`src/rtl/cfgspi_pkg.sv`:
```
package cfgspi_pkg;

    localparam int NUM_REGS  = 10;
    localparam int IDX_BITS  = 4;
    localparam int XTAL_MAX  = 4;

    localparam logic [3:0] OP_WRITE = 4'h0;
    localparam logic [3:0] OP_READ  = 4'h1;
    localparam logic [3:0] OP_CHAN  = 4'h8;

    typedef struct packed {
        logic [3:0] op;
        logic [3:0] start;
    } cmd_t;

    typedef struct packed {
        logic [8:0]  chan;
        logic        auto_retx;
        logic        rx_lowpwr;
        logic [1:0]  pa_pwr;
        logic        hi_band;
        logic [2:0]  tx_aw;
        logic [2:0]  rx_aw;
        logic [5:0]  rx_pw;
        logic [5:0]  tx_pw;
        logic [31:0] rx_addr;
        logic        crc_16;
        logic        crc_en;
        logic [2:0]  xtal_sel;
        logic        clkout_en;
        logic [1:0]  clkout_sel;
    } cfg_fields_t;

    // Bits that exist in each register; all others are held at zero.
    function automatic logic [7:0] reg_mask(input logic [IDX_BITS-1:0] idx);
        case (idx)
            4'd1, 4'd3, 4'd4: reg_mask = 8'h3F;
            4'd2:             reg_mask = 8'h77;
            default:          reg_mask = 8'hFF;
        endcase
    endfunction

    // New register value after a write, including the crystal-code range guard.
    function automatic logic [7:0] merge_write(input logic [IDX_BITS-1:0] idx,
                                               input logic [7:0] old_val,
                                               input logic [7:0] new_val);
        logic [7:0] res;
        res = new_val & reg_mask(idx);
        if (idx == 4'd9 && int'(new_val[5:3]) > XTAL_MAX)
            res[5:3] = old_val[5:3];
        return res;
    endfunction

    function automatic logic [7:0] status_byte(input logic am, input logic dr);
        return {am, 1'b0, dr, 5'b0};
    endfunction

endpackage

```
`src/rtl/cfgspi_sync_edge.sv`:
```
module cfgspi_sync_edge #(
    parameter int SYNC_STAGES = 2
) (
    input  logic clk,
    input  logic rst,
    input  logic sck_in,
    input  logic csn_in,
    input  logic mosi_in,
    output logic sel,
    output logic frame_start,
    output logic sck_rise,
    output logic sck_fall,
    output logic mosi_s
);
    localparam int LAST = SYNC_STAGES - 1;

    logic [SYNC_STAGES-1:0] sck_chain, csn_chain, mosi_chain;
    logic sck_d, sel_d;

    generate
        for (genvar g = 0; g < SYNC_STAGES; g++) begin : g_stage
            always_ff @(posedge clk) begin
                if (rst) begin
                    sck_chain[g]  <= 1'b0;
                    csn_chain[g]  <= 1'b1;
                    mosi_chain[g] <= 1'b0;
                end else if (g == 0) begin
                    sck_chain[g]  <= sck_in;
                    csn_chain[g]  <= csn_in;
                    mosi_chain[g] <= mosi_in;
                end else begin
                    sck_chain[g]  <= sck_chain[(g > 0) ? g-1 : 0];
                    csn_chain[g]  <= csn_chain[(g > 0) ? g-1 : 0];
                    mosi_chain[g] <= mosi_chain[(g > 0) ? g-1 : 0];
                end
            end
        end
    endgenerate

    always_ff @(posedge clk) begin
        if (rst) begin
            sck_d <= 1'b0;
            sel_d <= 1'b0;
        end else begin
            sck_d <= sck_chain[LAST];
            sel_d <= ~csn_chain[LAST];
        end
    end

    assign sel         = ~csn_chain[LAST];
    assign frame_start = sel & ~sel_d;
    assign sck_rise    = sck_chain[LAST] & ~sck_d;
    assign sck_fall    = ~sck_chain[LAST] & sck_d;
    assign mosi_s      = mosi_chain[LAST];
endmodule

```
`src/rtl/cfgspi_engine.sv`:
```
module cfgspi_engine
    import cfgspi_pkg::*;
#(
    parameter int IDX_W = 5
) (
    input  logic                clk,
    input  logic                rst,
    input  logic                sel,
    input  logic                frame_start,
    input  logic                sck_rise,
    input  logic                sck_fall,
    input  logic                mosi_s,
    input  logic [7:0]          status,
    input  logic [7:0]          rd_data,
    output logic [IDX_BITS-1:0] rd_addr,
    output logic                wr_en,
    output logic [IDX_BITS-1:0] wr_addr,
    output logic [7:0]          wr_data,
    output logic                chan_en,
    output logic [3:0]          chan_cmd,
    output logic [7:0]          chan_lo,
    output logic                err,
    output logic                miso
);
    localparam int ADDR_W = IDX_W + 1;

    logic [2:0]       bit_cnt;
    logic [IDX_W-1:0] byte_idx;
    logic [6:0]       shreg;
    cmd_t             cmd_q;
    logic             miso_q, err_q;

    logic             byte_done, data_byte, addr_ok;
    logic [7:0]       rx_byte, tx_byte;
    logic [ADDR_W-1:0] cur_addr;

    assign rx_byte   = {shreg, mosi_s};
    assign byte_done = sel & sck_rise & (bit_cnt == 3'd7);
    assign data_byte = (byte_idx != '0);
    assign cur_addr  = ADDR_W'(cmd_q.start) + ADDR_W'(byte_idx) - ADDR_W'(1);
    assign addr_ok   = (cur_addr < ADDR_W'(NUM_REGS));
    assign rd_addr   = cur_addr[IDX_BITS-1:0];

    always_comb begin
        if (!data_byte)
            tx_byte = status;
        else if (cmd_q.op == OP_READ && addr_ok)
            tx_byte = rd_data;
        else
            tx_byte = 8'h00;
    end

    assign wr_en    = byte_done & data_byte & (cmd_q.op == OP_WRITE) & addr_ok;
    assign wr_addr  = cur_addr[IDX_BITS-1:0];
    assign wr_data  = rx_byte;
    assign chan_en  = byte_done & (byte_idx == IDX_W'(1)) & (cmd_q.op == OP_CHAN);
    assign chan_cmd = cmd_q.start;
    assign chan_lo  = rx_byte;

    always_ff @(posedge clk) begin
        if (rst) begin
            bit_cnt  <= '0;
            byte_idx <= '0;
            shreg    <= '0;
            cmd_q    <= '0;
            miso_q   <= 1'b0;
            err_q    <= 1'b0;
        end else begin
            err_q <= byte_done & data_byte & !addr_ok &
                     (cmd_q.op == OP_WRITE || cmd_q.op == OP_READ);
            if (!sel) begin
                bit_cnt  <= '0;
                byte_idx <= '0;
                miso_q   <= 1'b0;
            end else begin
                if (frame_start)
                    miso_q <= status[7];
                if (sck_rise) begin
                    shreg   <= rx_byte[6:0];
                    bit_cnt <= bit_cnt + 3'd1;
                    if (bit_cnt == 3'd7) begin
                        if (!data_byte)
                            cmd_q <= rx_byte;
                        if (byte_idx != '1)
                            byte_idx <= byte_idx + IDX_W'(1);
                    end
                end
                if (sck_fall)
                    miso_q <= tx_byte[~bit_cnt];
            end
        end
    end

    assign miso = miso_q;
    assign err  = err_q;
endmodule

```
`src/rtl/cfgspi_regfile.sv`:
```
module cfgspi_regfile
    import cfgspi_pkg::*;
(
    input  logic                clk,
    input  logic                rst,
    input  logic                wr_en,
    input  logic [IDX_BITS-1:0] wr_addr,
    input  logic [7:0]          wr_data,
    input  logic                chan_en,
    input  logic [3:0]          chan_cmd,
    input  logic [7:0]          chan_lo,
    input  logic [IDX_BITS-1:0] rd_addr,
    output logic [7:0]          rd_data,
    output cfg_fields_t         fields
);
    logic [NUM_REGS-1:0][7:0] regs_q;

    always_ff @(posedge clk) begin
        if (rst) begin
            regs_q <= '0;
        end else if (chan_en) begin
            regs_q[0] <= chan_lo;
            regs_q[1] <= {regs_q[1][7:4], chan_cmd};
        end else if (wr_en) begin
            regs_q[wr_addr] <= merge_write(wr_addr, regs_q[wr_addr], wr_data);
        end
    end

    assign rd_data = (int'(rd_addr) < NUM_REGS) ? regs_q[rd_addr] : 8'h00;

    always_comb begin
        fields.chan       = {regs_q[1][0], regs_q[0]};
        fields.auto_retx  = regs_q[1][5];
        fields.rx_lowpwr  = regs_q[1][4];
        fields.pa_pwr     = regs_q[1][3:2];
        fields.hi_band    = regs_q[1][1];
        fields.tx_aw      = regs_q[2][6:4];
        fields.rx_aw      = regs_q[2][2:0];
        fields.rx_pw      = regs_q[3][5:0];
        fields.tx_pw      = regs_q[4][5:0];
        fields.rx_addr    = {regs_q[8], regs_q[7], regs_q[6], regs_q[5]};
        fields.crc_16     = regs_q[9][7];
        fields.crc_en     = regs_q[9][6];
        fields.xtal_sel   = regs_q[9][5:3];
        fields.clkout_en  = regs_q[9][2];
        fields.clkout_sel = regs_q[9][1:0];
    end
endmodule

```
`src/rtl/cfgspi_slave.sv`:
```
module cfgspi_slave
    import cfgspi_pkg::*;
#(
    parameter int SYNC_STAGES = 2,
    parameter int IDX_W       = 5
) (
    input  logic        clk,
    input  logic        rst,
    input  logic        spi_sck,
    input  logic        spi_csn,
    input  logic        spi_mosi,
    output logic        spi_miso,
    input  logic        addr_match,
    input  logic        data_ready,
    output logic        cfg_err,
    output logic [8:0]  chan,
    output logic        auto_retx,
    output logic        rx_lowpwr,
    output logic [1:0]  pa_pwr,
    output logic        hi_band,
    output logic [2:0]  tx_aw,
    output logic [2:0]  rx_aw,
    output logic [5:0]  rx_pw,
    output logic [5:0]  tx_pw,
    output logic [31:0] rx_addr,
    output logic        crc_16,
    output logic        crc_en,
    output logic [2:0]  xtal_sel,
    output logic        clkout_en,
    output logic [1:0]  clkout_sel
);
    logic sel, frame_start, sck_rise, sck_fall, mosi_s;
    logic wr_en, chan_en;
    logic [IDX_BITS-1:0] wr_addr, rd_addr;
    logic [7:0] wr_data, rd_data, chan_lo;
    logic [3:0] chan_cmd;
    cfg_fields_t fields;

    cfgspi_sync_edge #(.SYNC_STAGES(SYNC_STAGES)) u_sync (
        .clk(clk), .rst(rst),
        .sck_in(spi_sck), .csn_in(spi_csn), .mosi_in(spi_mosi),
        .sel(sel), .frame_start(frame_start),
        .sck_rise(sck_rise), .sck_fall(sck_fall), .mosi_s(mosi_s)
    );

    cfgspi_engine #(.IDX_W(IDX_W)) u_engine (
        .clk(clk), .rst(rst),
        .sel(sel), .frame_start(frame_start),
        .sck_rise(sck_rise), .sck_fall(sck_fall), .mosi_s(mosi_s),
        .status(status_byte(addr_match, data_ready)),
        .rd_data(rd_data), .rd_addr(rd_addr),
        .wr_en(wr_en), .wr_addr(wr_addr), .wr_data(wr_data),
        .chan_en(chan_en), .chan_cmd(chan_cmd), .chan_lo(chan_lo),
        .err(cfg_err), .miso(spi_miso)
    );

    cfgspi_regfile u_regs (
        .clk(clk), .rst(rst),
        .wr_en(wr_en), .wr_addr(wr_addr), .wr_data(wr_data),
        .chan_en(chan_en), .chan_cmd(chan_cmd), .chan_lo(chan_lo),
        .rd_addr(rd_addr), .rd_data(rd_data),
        .fields(fields)
    );

    assign chan       = fields.chan;
    assign auto_retx  = fields.auto_retx;
    assign rx_lowpwr  = fields.rx_lowpwr;
    assign pa_pwr     = fields.pa_pwr;
    assign hi_band    = fields.hi_band;
    assign tx_aw      = fields.tx_aw;
    assign rx_aw      = fields.rx_aw;
    assign rx_pw      = fields.rx_pw;
    assign tx_pw      = fields.tx_pw;
    assign rx_addr    = fields.rx_addr;
    assign crc_16     = fields.crc_16;
    assign crc_en     = fields.crc_en;
    assign xtal_sel   = fields.xtal_sel;
    assign clkout_en  = fields.clkout_en;
    assign clkout_sel = fields.clkout_sel;
endmodule

```
`config.mk`:
```
export PLATFORM = sky130hd
export DESIGN_NAME = cfgspi_slave
export DESIGN_NICKNAME = d
export VERILOG_FILES = /design/src/rtl/cfgspi_pkg.sv /design/src/rtl/cfgspi_sync_edge.sv /design/src/rtl/cfgspi_engine.sv /design/src/rtl/cfgspi_regfile.sv /design/src/rtl/cfgspi_slave.sv
export SDC_FILE = /design/constraint.sdc
export NUM_CORES = 1
export LEC_CHECK = 0
export BUFFER_PORTS_ARGS = -buffer_cell sky130_fd_sc_hd__buf_2
export CAP_MARGIN = 20
export CORE_MARGIN = 4
export CORE_UTILIZATION = 30
export CTS_CLUSTER_SIZE = 40
export DETAILED_ROUTE_END_ITERATION = 8
export GPL_TIMING_DRIVEN = 0
export PLACE_DENSITY = 0.54
export SLEW_MARGIN = 10
export SYNTH_ARGS = -nofsm -noshare
export SYNTH_HDL_FRONTEND = slang
export SYNTH_SLANG_ARGS = --single-unit
```
`constraint.sdc`:
```
create_clock -name clk -period 2.76 [get_ports clk]
set_input_delay 0.138 -clock clk [delete_from_list [all_inputs] [get_ports clk]]
set_output_delay 0.138 -clock clk [all_outputs]
set_load 0.02 [all_outputs]
```
---- Word-level counts from Yosys, hierarchy flattened ----
Index checks and enable logic that the tools add are counted.
word-level totals
  bits in registers ....................... 113
  output and inout bits ................... 74
  word-level logic and storage cells ...... 103
cells by class
  $add $sub $neg .......................... 4
  order comparisons ....................... 6
  equal/unequal tests ..................... 10
  multiplexer cells ....................... 22
  bitwise operators ....................... 20
  reduce and logical (&&, ||, !) cells .... 15
operators by type and width
  operator                                                                       number
  80-bit bitwise mux                                                             1
  8-bit 2-to-1 mux                                                               8
  8-bit binary-select mux with 4-bit select                                      1
  8-bit demux with 4-bit select                                                  1
  12-bit 2-to-1 mux                                                              2
  8-bit one-hot mux with 2 select lines                                          1
  1-bit AND                                                                      12
  3-bit 2-to-1 mux                                                               4
  8-bit AND                                                                      1
  4-bit by 1-bit == test with 1-bit output (second input constant)               2
  4-bit by 2-bit == test with 1-bit output (second input constant)               2
  4-bit == test (second input constant)                                          2
  4-bit by 5-bit adder with 6-bit output                                         1
  6-bit by 4-bit less-than comparator with 1-bit output (second input constant)  1
  1-bit NOT                                                                      6
  6-bit by 1-bit subtractor with 6-bit output (second input constant)            1
  5-bit by 1-bit adder with 5-bit output (second input constant)                 1
  5-bit by 1-bit == test with 1-bit output (second input constant)               1
  4-bit by 5-bit less-than comparator with 1-bit output (second input constant)  1
  5-bit != test (second input constant)                                          1
  5-bit nonzero test                                                             1
  4-bit by 3-bit == test with 1-bit output (second input constant)               1
  4-bit by 1-bit >= comparator with 1-bit output (second input constant)         1
  4-bit zero test                                                                1
  17 further kinds                                                               23

---- Longest topological paths before layout ----
  depth in word-level cells ............... 18
  depth in mapped cells ................... 13
  gate-level depth less buffers ........... 11

---- By module ----
Synthesis repeated with hierarchy kept, for this count alone.
unflattened totals
  cells, all modules ...................... 741
  area total of the unflattened synthesis .. 6437.4 um^2
modules (own cells, without submodules)
  module            times used  cells each  area an instance (um^2)  seq. area each (um^2)
  cfgspi_regfile    1           519         4489.3                   1601.5
  cfgspi_engine     1           201         1716.6                   500.5
  cfgspi_sync_edge  1           20          227.7                    160.2
  cfgspi_slave      1           1           3.8                      0.0

---- Least setup slack after synthesis ----
No wires, ideal clock.
  kind .................................... reg2reg
  start point ............................. register u_engine.byte_idx[1]
  end point ............................... register u_regs.regs_q, in the netlist u_regs.fields[24]
  library setup time ...................... 128 ps
  arrival time ............................ 2881 ps
  data required time ...................... 2632 ps
  path slack .............................. -248 ps
  cell stages (with the launch flop) ...... 13
  clock period less this slack ............ 3008 ps
  cells stage by stage .................... dfxtp_1 -> inv_1 -> ha_1 -> inv_1 -> ha_1 -> fa_1 -> xnor2_2 -> buf_4 -> nand2_1 -> nor4b_1 -> nand4_2 -> mux2i_1 -> nor2_1
on the way
  word-level cells in the longest chain between the ends .. 7
  elaborated cells between the ends (all ways) .. 18
  classes of those cells .................. add/sub (2); order compare (3); eq/ne (1); mux (3); bitwise (6); reduce/logical (3)
RTL lines
  what                                                                                                                                                  RTL line              source
  from (decl)                                                                                                                                           cfgspi_engine.sv:28   logic [IDX_W-1:0] byte_idx;
  from (signal assigned)                                                                                                                                cfgspi_engine.sv:85   byte_idx <= byte_idx + IDX_W'(1);
  4-bit by 5-bit adder with 6-bit output                                                                                                                cfgspi_engine.sv:40   assign cur_addr = ADDR_W'(cmd_q.start) + ADDR_W'(byte_idx) - ADDR_W'(1);
  6-bit by 1-bit subtractor with 6-bit output                                                                                                           cfgspi_engine.sv:40
  4-bit by 5-bit less-than comparator with 1-bit output (not written as such) / 4-bit by 1-bit >= comparator with 1-bit output (equally long branches)  cfgspi_regfile.sv:25  regs_q[wr_addr] <= merge_write(wr_addr, regs_q[wr_addr], wr_data);
  1-bit logical AND (not written as such)                                                                                                               cfgspi_regfile.sv:25
  8-bit 2-to-1 mux (not written as such)                                                                                                                cfgspi_regfile.sv:25
  8-bit demux with 4-bit select                                                                                                                         --
  80-bit bitwise mux                                                                                                                                    cfgspi_regfile.sv:25
  to (signal, indexed assignment)                                                                                                                       cfgspi_regfile.sv:25
  to (decl)                                                                                                                                             cfgspi_regfile.sv:16  logic [NUM_REGS-1:0][7:0] regs_q;
Parallel ways exist; a longest one is shown, timed or not.
A chain may end at the register's enable or synchronous reset.

---- Worst setup path after layout ----
  start point ............................. register u_engine.byte_idx[1]
  end point ............................... register u_regs.regs_q, in the netlist u_regs.fields[0]
Same word-level chain as after synthesis.

==> Implementation_results.wiki <==
{| class="wikitable"
! Metric !! Value
|-
| Number of levels in the clock H-tree || 4
|-
| Crit Reg-Reg Startpoint || u_engine.byte_idx[1]$_SDFFE_PP0P_
|-
| Syn Std Cell Area || approximately 0.006 mm^2
|-
| Wire length of the first global-routing pass || slightly above 30000 um
|-
| Tightest Pin Transition || between 0.9 and 1 ns
|-
| Number of hold-slack violations in the final timing report || 0
|-
| Most frequent standard cell in the layout excluding fill and tap cells || sky130_fd_sc_hd__buf_4
|-
| Minimum setup slack in the final design || -0.135 ns
|-
| Startpoint class of the critical path || register
|-
| Pin count of the biggest net entering global routing || 17
|-
| Post-placement cell area || 0.00681 mm^2
|-
| Layout Utilization || 0.436
|-
| Worst slack on hold paths || between 0.2 and 0.3 ns
|-
| Number of buffers created by CTS || 17
|-
| Startpoint-to-endpoint class of the critical path || register to register
|-
| Biggest fanout along the worst timing path || 8
|-
| Net switching power of the design || ~830 uW
|-
| Flop pwr share || 0.411
|-
| Number of setup violations in the final report || 55
|-
| Design area || 0.00854 mm^2
|-
| Clock tree from TritonCTS || done
|-
| Most instantiated flip-flop cell in the synthesis netlist || sky130_fd_sc_hd__dfxtp_1
|-
| Number of nets with antenna violations after routing || 0
|-
| Worst reg2reg path depth || 14
|-
| Upper clock frequency limit || between 300 and 400 MHz
|-
| Vias in the first global route || 5120
|-
| Flops & latches, synth || 113
|-
| Max IR drop VDD || approximately 400 uV
|-
| Ys async rst share || 0
|-
| Largest area contributor in the netlist || sky130_fd_sc_hd__dfxtp_1
|-
| Syn nets || 660
|-
| Synth top area share || 0.377
|-
| Sum of routed wire length over all layers || approximately 20000 um
|-
| Horiz. Die Dim || about 150 um
|-
| Initial drt markers || between 300 and 400
|-
| Layout Nets || approximately 810
|-
| Number of port buffers || 80
|-
| Wirelength per Cell || 18.6 um
|-
| Number of vias after detailed routing || ~5200
|-
| Final period demand of the worst path || approximately 2.9 ns
|-
| Number of inserted diodes || 0
|-
| Detailed Place HPWL || roughly 14000 um
|-
| Number of ports placed on the die boundary || 81
|-
| Clock network latency to the later pin of the worst-skew pair || around 0.43 ns
|-
| Antenna violations before repair || 0
|-
| Synthesis-to-finish area growth || 42.2%
|-
| Warning count from the yosys run || 0
|-
| Top Family by Delay on Critical Path || adder cells
|-
| Total gr overflow || 0
|-
| Worst hold path stage count || 3
|-
| Sinks on Clock Net || between 100 and 150
|-
| Area of the die || roughly 0.022 mm^2
|-
| Commonest cells after routing, fill and taps aside || sky130_fd_sc_hd__buf_4, sky130_fd_sc_hd__dfxtp_1, sky130_fd_sc_hd__nor2_1, sky130_fd_sc_hd__buf_2, sky130_fd_sc_hd__mux2i_1
|-
| Register area share after synthesis || 0.377
|-
| Clk network pwr share || 0.572
|-
| Largest stage delay on the critical path || around 0.38 ns
|-
| Number of vias per cell after detailed routing || ~4.9
|-
| Cell with the largest stage delay on the worst path || sky130_fd_sc_hd__fa_2
|-
| Initial standard-cell utilization of the core || 0.307
|-
| Hold-critical path endpoint || u_sync.mosi_s$_SDFF_PP0_
|-
| Clock Pin Slew Worst Setup and Hold Paths || 0.05 ns
|-
| Worst clock skew || slightly below 0.008 ns
|-
| Required arrival time at the worst endpoint || a little over 3 ns
|-
| Arrival time worst endpoint || 3.18 ns
|-
| Average footprint of a synthesized cell || 9.41 um^2
|-
| Cells after Synth || around 640
|-
| Count of standard-cell rows || 51
|-
| Ordered list of cells on the worst path || inv_4, ha_4, inv_2, ha_4, fa_2, buf_12, xnor2_4, buf_4, nor3_4, nand2_2, nor4_4, buf_12, mux2i_2, nor2_1
|-
| Run status || finished with violations
|-
| Worst slew margin || 0.376
|-
| Worst min-delay path category || primary input to register
|-
| Die span in y || roughly 150 um
|-
| Areal power density over the cells || 466 mW/mm^2
|-
| Clock tree buffer depth || 2
|-
| Ratio of cells with drive above 1 in the final layout || 0.473
|-
| Hold path start || rst
|-
| Combinational share of power || 0.017
|-
| Final worst path period share || 1.05
|-
| Maximum capacitance violations || 0
|-
| Cells taking the most area after synthesis || sky130_fd_sc_hd__dfxtp_1, sky130_fd_sc_hd__mux2i_1, sky130_fd_sc_hd__buf_4, sky130_fd_sc_hd__mux4_2, sky130_fd_sc_hd__nor2_1
|-
| Routability congestion estimate || around 0.92
|-
| FF-to-FF setup slack || -0.13 ns
|-
| DR DRC count || 0
|-
| Number of distinct library cell variants in the gate-level netlist after synthesis || between 60 and 70
|-
| Clk Tree Root Cell || sky130_fd_sc_hd__clkbuf_16
|-
| Endpoint of the worst-slack reg-to-reg timing path || u_regs.fields[0]$_SDFFE_PP0P_
|-
| Router iterations before antenna repair || 5
|-
| Power Internal || 3.16 mW
|-
| Proportion of total power due to net switching || 0.207
|-
| Element type at the critical path end || register
|-
| Unrepaired setup endpoints after global routing || yes
|-
| Core area || 0.0196 mm^2
|-
| Total leakage power || 3.80 nW
|-
| Overall global routing resource usage || 0.181
|-
| Number of flops mapped to enable cells by yosys || 0
|-
| Crit path buf inv count || 5
|-
| Max-slew violation total from the final report || 0
|-
| Violations in the final reports || setup timing
|}
how the worst max path moves through the flow:
stage / from / slack [ns] / to / cells after the start
6_report: u_engine.byte_idx[1]$_SDFFE_PP0P_ / -0.13 / u_regs.fields[0]$_SDFFE_PP0P_ / 14
5_1_grt: u_engine.byte_idx[1]$_SDFFE_PP0P_ / -0.23 / u_regs.fields[2]$_SDFFE_PP0P_ / 14
4_1_cts: u_engine.byte_idx[1]$_SDFFE_PP0P_ / -0.13 / u_regs.fields[2]$_SDFFE_PP0P_ / 13
3_5_place_dp: u_engine.byte_idx[2]$_SDFFE_PP0P_ / -0.57 / u_engine.err$_SDFF_PP0_ / 7
3_3_place_gp: u_engine.byte_idx[2]$_SDFFE_PP0P_ / -0.63 / u_engine.miso$_SDFFE_PP0P_ / 10
2_1_floorplan: u_engine.byte_idx[1]$_SDFFE_PP0P_ / -0.03 / u_regs.fields[4]$_SDFFE_PP0P_ / 12
cell usage after synthesis, types with 3 or more instances:
master	count
sky130_fd_sc_hd__dfxtp_1	113
sky130_fd_sc_hd__nor2_1	88
sky130_fd_sc_hd__mux2i_1	76
sky130_fd_sc_hd__buf_4	67
sky130_fd_sc_hd__a21oi_1	30
sky130_fd_sc_hd__nand2_1	27
sky130_fd_sc_hd__clkbuf_1	25
sky130_fd_sc_hd__nand3_1	25
sky130_fd_sc_hd__inv_1	22
sky130_fd_sc_hd__mux4_2	15
sky130_fd_sc_hd__ha_1	14
sky130_fd_sc_hd__o21ai_0	13
sky130_fd_sc_hd__buf_2	10
sky130_fd_sc_hd__nor2b_1	10
sky130_fd_sc_hd__a22oi_1	8
sky130_fd_sc_hd__nor3_1	7
sky130_fd_sc_hd__nor3b_1	6
sky130_fd_sc_hd__a211oi_1	5
sky130_fd_sc_hd__and3_1	5
sky130_fd_sc_hd__nand4_1	5
sky130_fd_sc_hd__or2_2	5
sky130_fd_sc_hd__xnor2_1	5
sky130_fd_sc_hd__and3b_1	3
sky130_fd_sc_hd__mux2_2	3
sky130_fd_sc_hd__nand4_2	3
sky130_fd_sc_hd__nor4_1	3
sky130_fd_sc_hd__nor4_4	3
power by group through the flow:
| stage | Combinational, mW | Sequential [mW] | Clock (mW) |
|---|---|---|---|
| after floorplan | 0.0330 | 1.67 | 0 |
| after global placement | 0.0615 | 1.67 | 0 |
| after detailed placement | 0.0617 | 1.67 | 0 |
| after CTS | 0.0663 | 1.64 | 2.32 |
| after global routing | 0.0733 | 1.64 | 2.39 |
| final | 0.0670 | 1.64 | 2.28 |
registers in the layout (all words and copies together) (netlist names), 2 cells and up:
signal,cells
u_regs.fields,72
u_regs.regs_q,8
u_engine.shreg,7
u_engine.byte_idx,5
u_engine.chan_cmd,4
u_engine.cmd_q,4
u_engine.bit_cnt,3
u_sync.csn_chain,2
u_sync.sck_chain,2
kinds of logic (layout without fill, tap and decap cells):
kind of cell    count (synthesis)  count (layout)  synth area share
simple gates                  205             205             0.179
buf+inv                       126             291             0.124
flops                         113             113             0.377
mux                            94              94             0.189
compound gates                 78              78            0.0881
fa+ha+maj                      15              15            0.0325
xor+xnor                        7               7            0.0115
worst reg2reg max path, delay by kind of cell (launching register included):
family | cells | cell delay, ns
XOR/XNOR | 1 | 0.17
multiplexers | 1 | 0.20
AND/OR/NAND/NOR | 4 | 0.67
adder cells (fa/ha/maj) | 3 | 0.78
buffers and inverters | 5 | 0.60
flip-flops | 1 | 0.35
cell type report:
cell class                 instances  area [um^2]
clock inverter                     9          130
fill                            1889        11000
inverter                          22         85.1
tap                              265          332
buffer                           100          684
clock buffer                      22          484
timing repair buffer             138          980
multi-input combinational        399         3570
sequential                       113         2280
metrics by stage:
stage | instances | setup WS, ns | power (mW) | setup TNS [ns]
after global routing | 1068 | -0.234 | 4.10 | -12.47
after global placement | 983 | -0.631 | 1.74 | -35.61
after detailed placement | 983 | -0.575 | 1.74 | -34.90
after CTS | 1056 | -0.130 | 4.02 | -4.52
after floorplan | 638 | -0.0290 | 1.71 | -0.225
final | 1068 | -0.135 | 3.98 | -3.48
metal layers:
layer	global-route usage	vias to the layer above	wire [um]
li1	-	2489	-
met1	0.251	2533	9130
met2	0.276	169	9200
met3	0.0354	36	1060
met4	0.0709	0	505
met5	0	-	0
what timing repair did:
item,in CTS,in global routing
endpoints found under the setup margin,82,82
gates resized for setup,88,62
pin swaps,46,38
buffers inserted,42,14
hold buffers,3,0
gates cloned,0,0
hold endpoints to repair,3,0
Power figures use the tool's default switching activity.
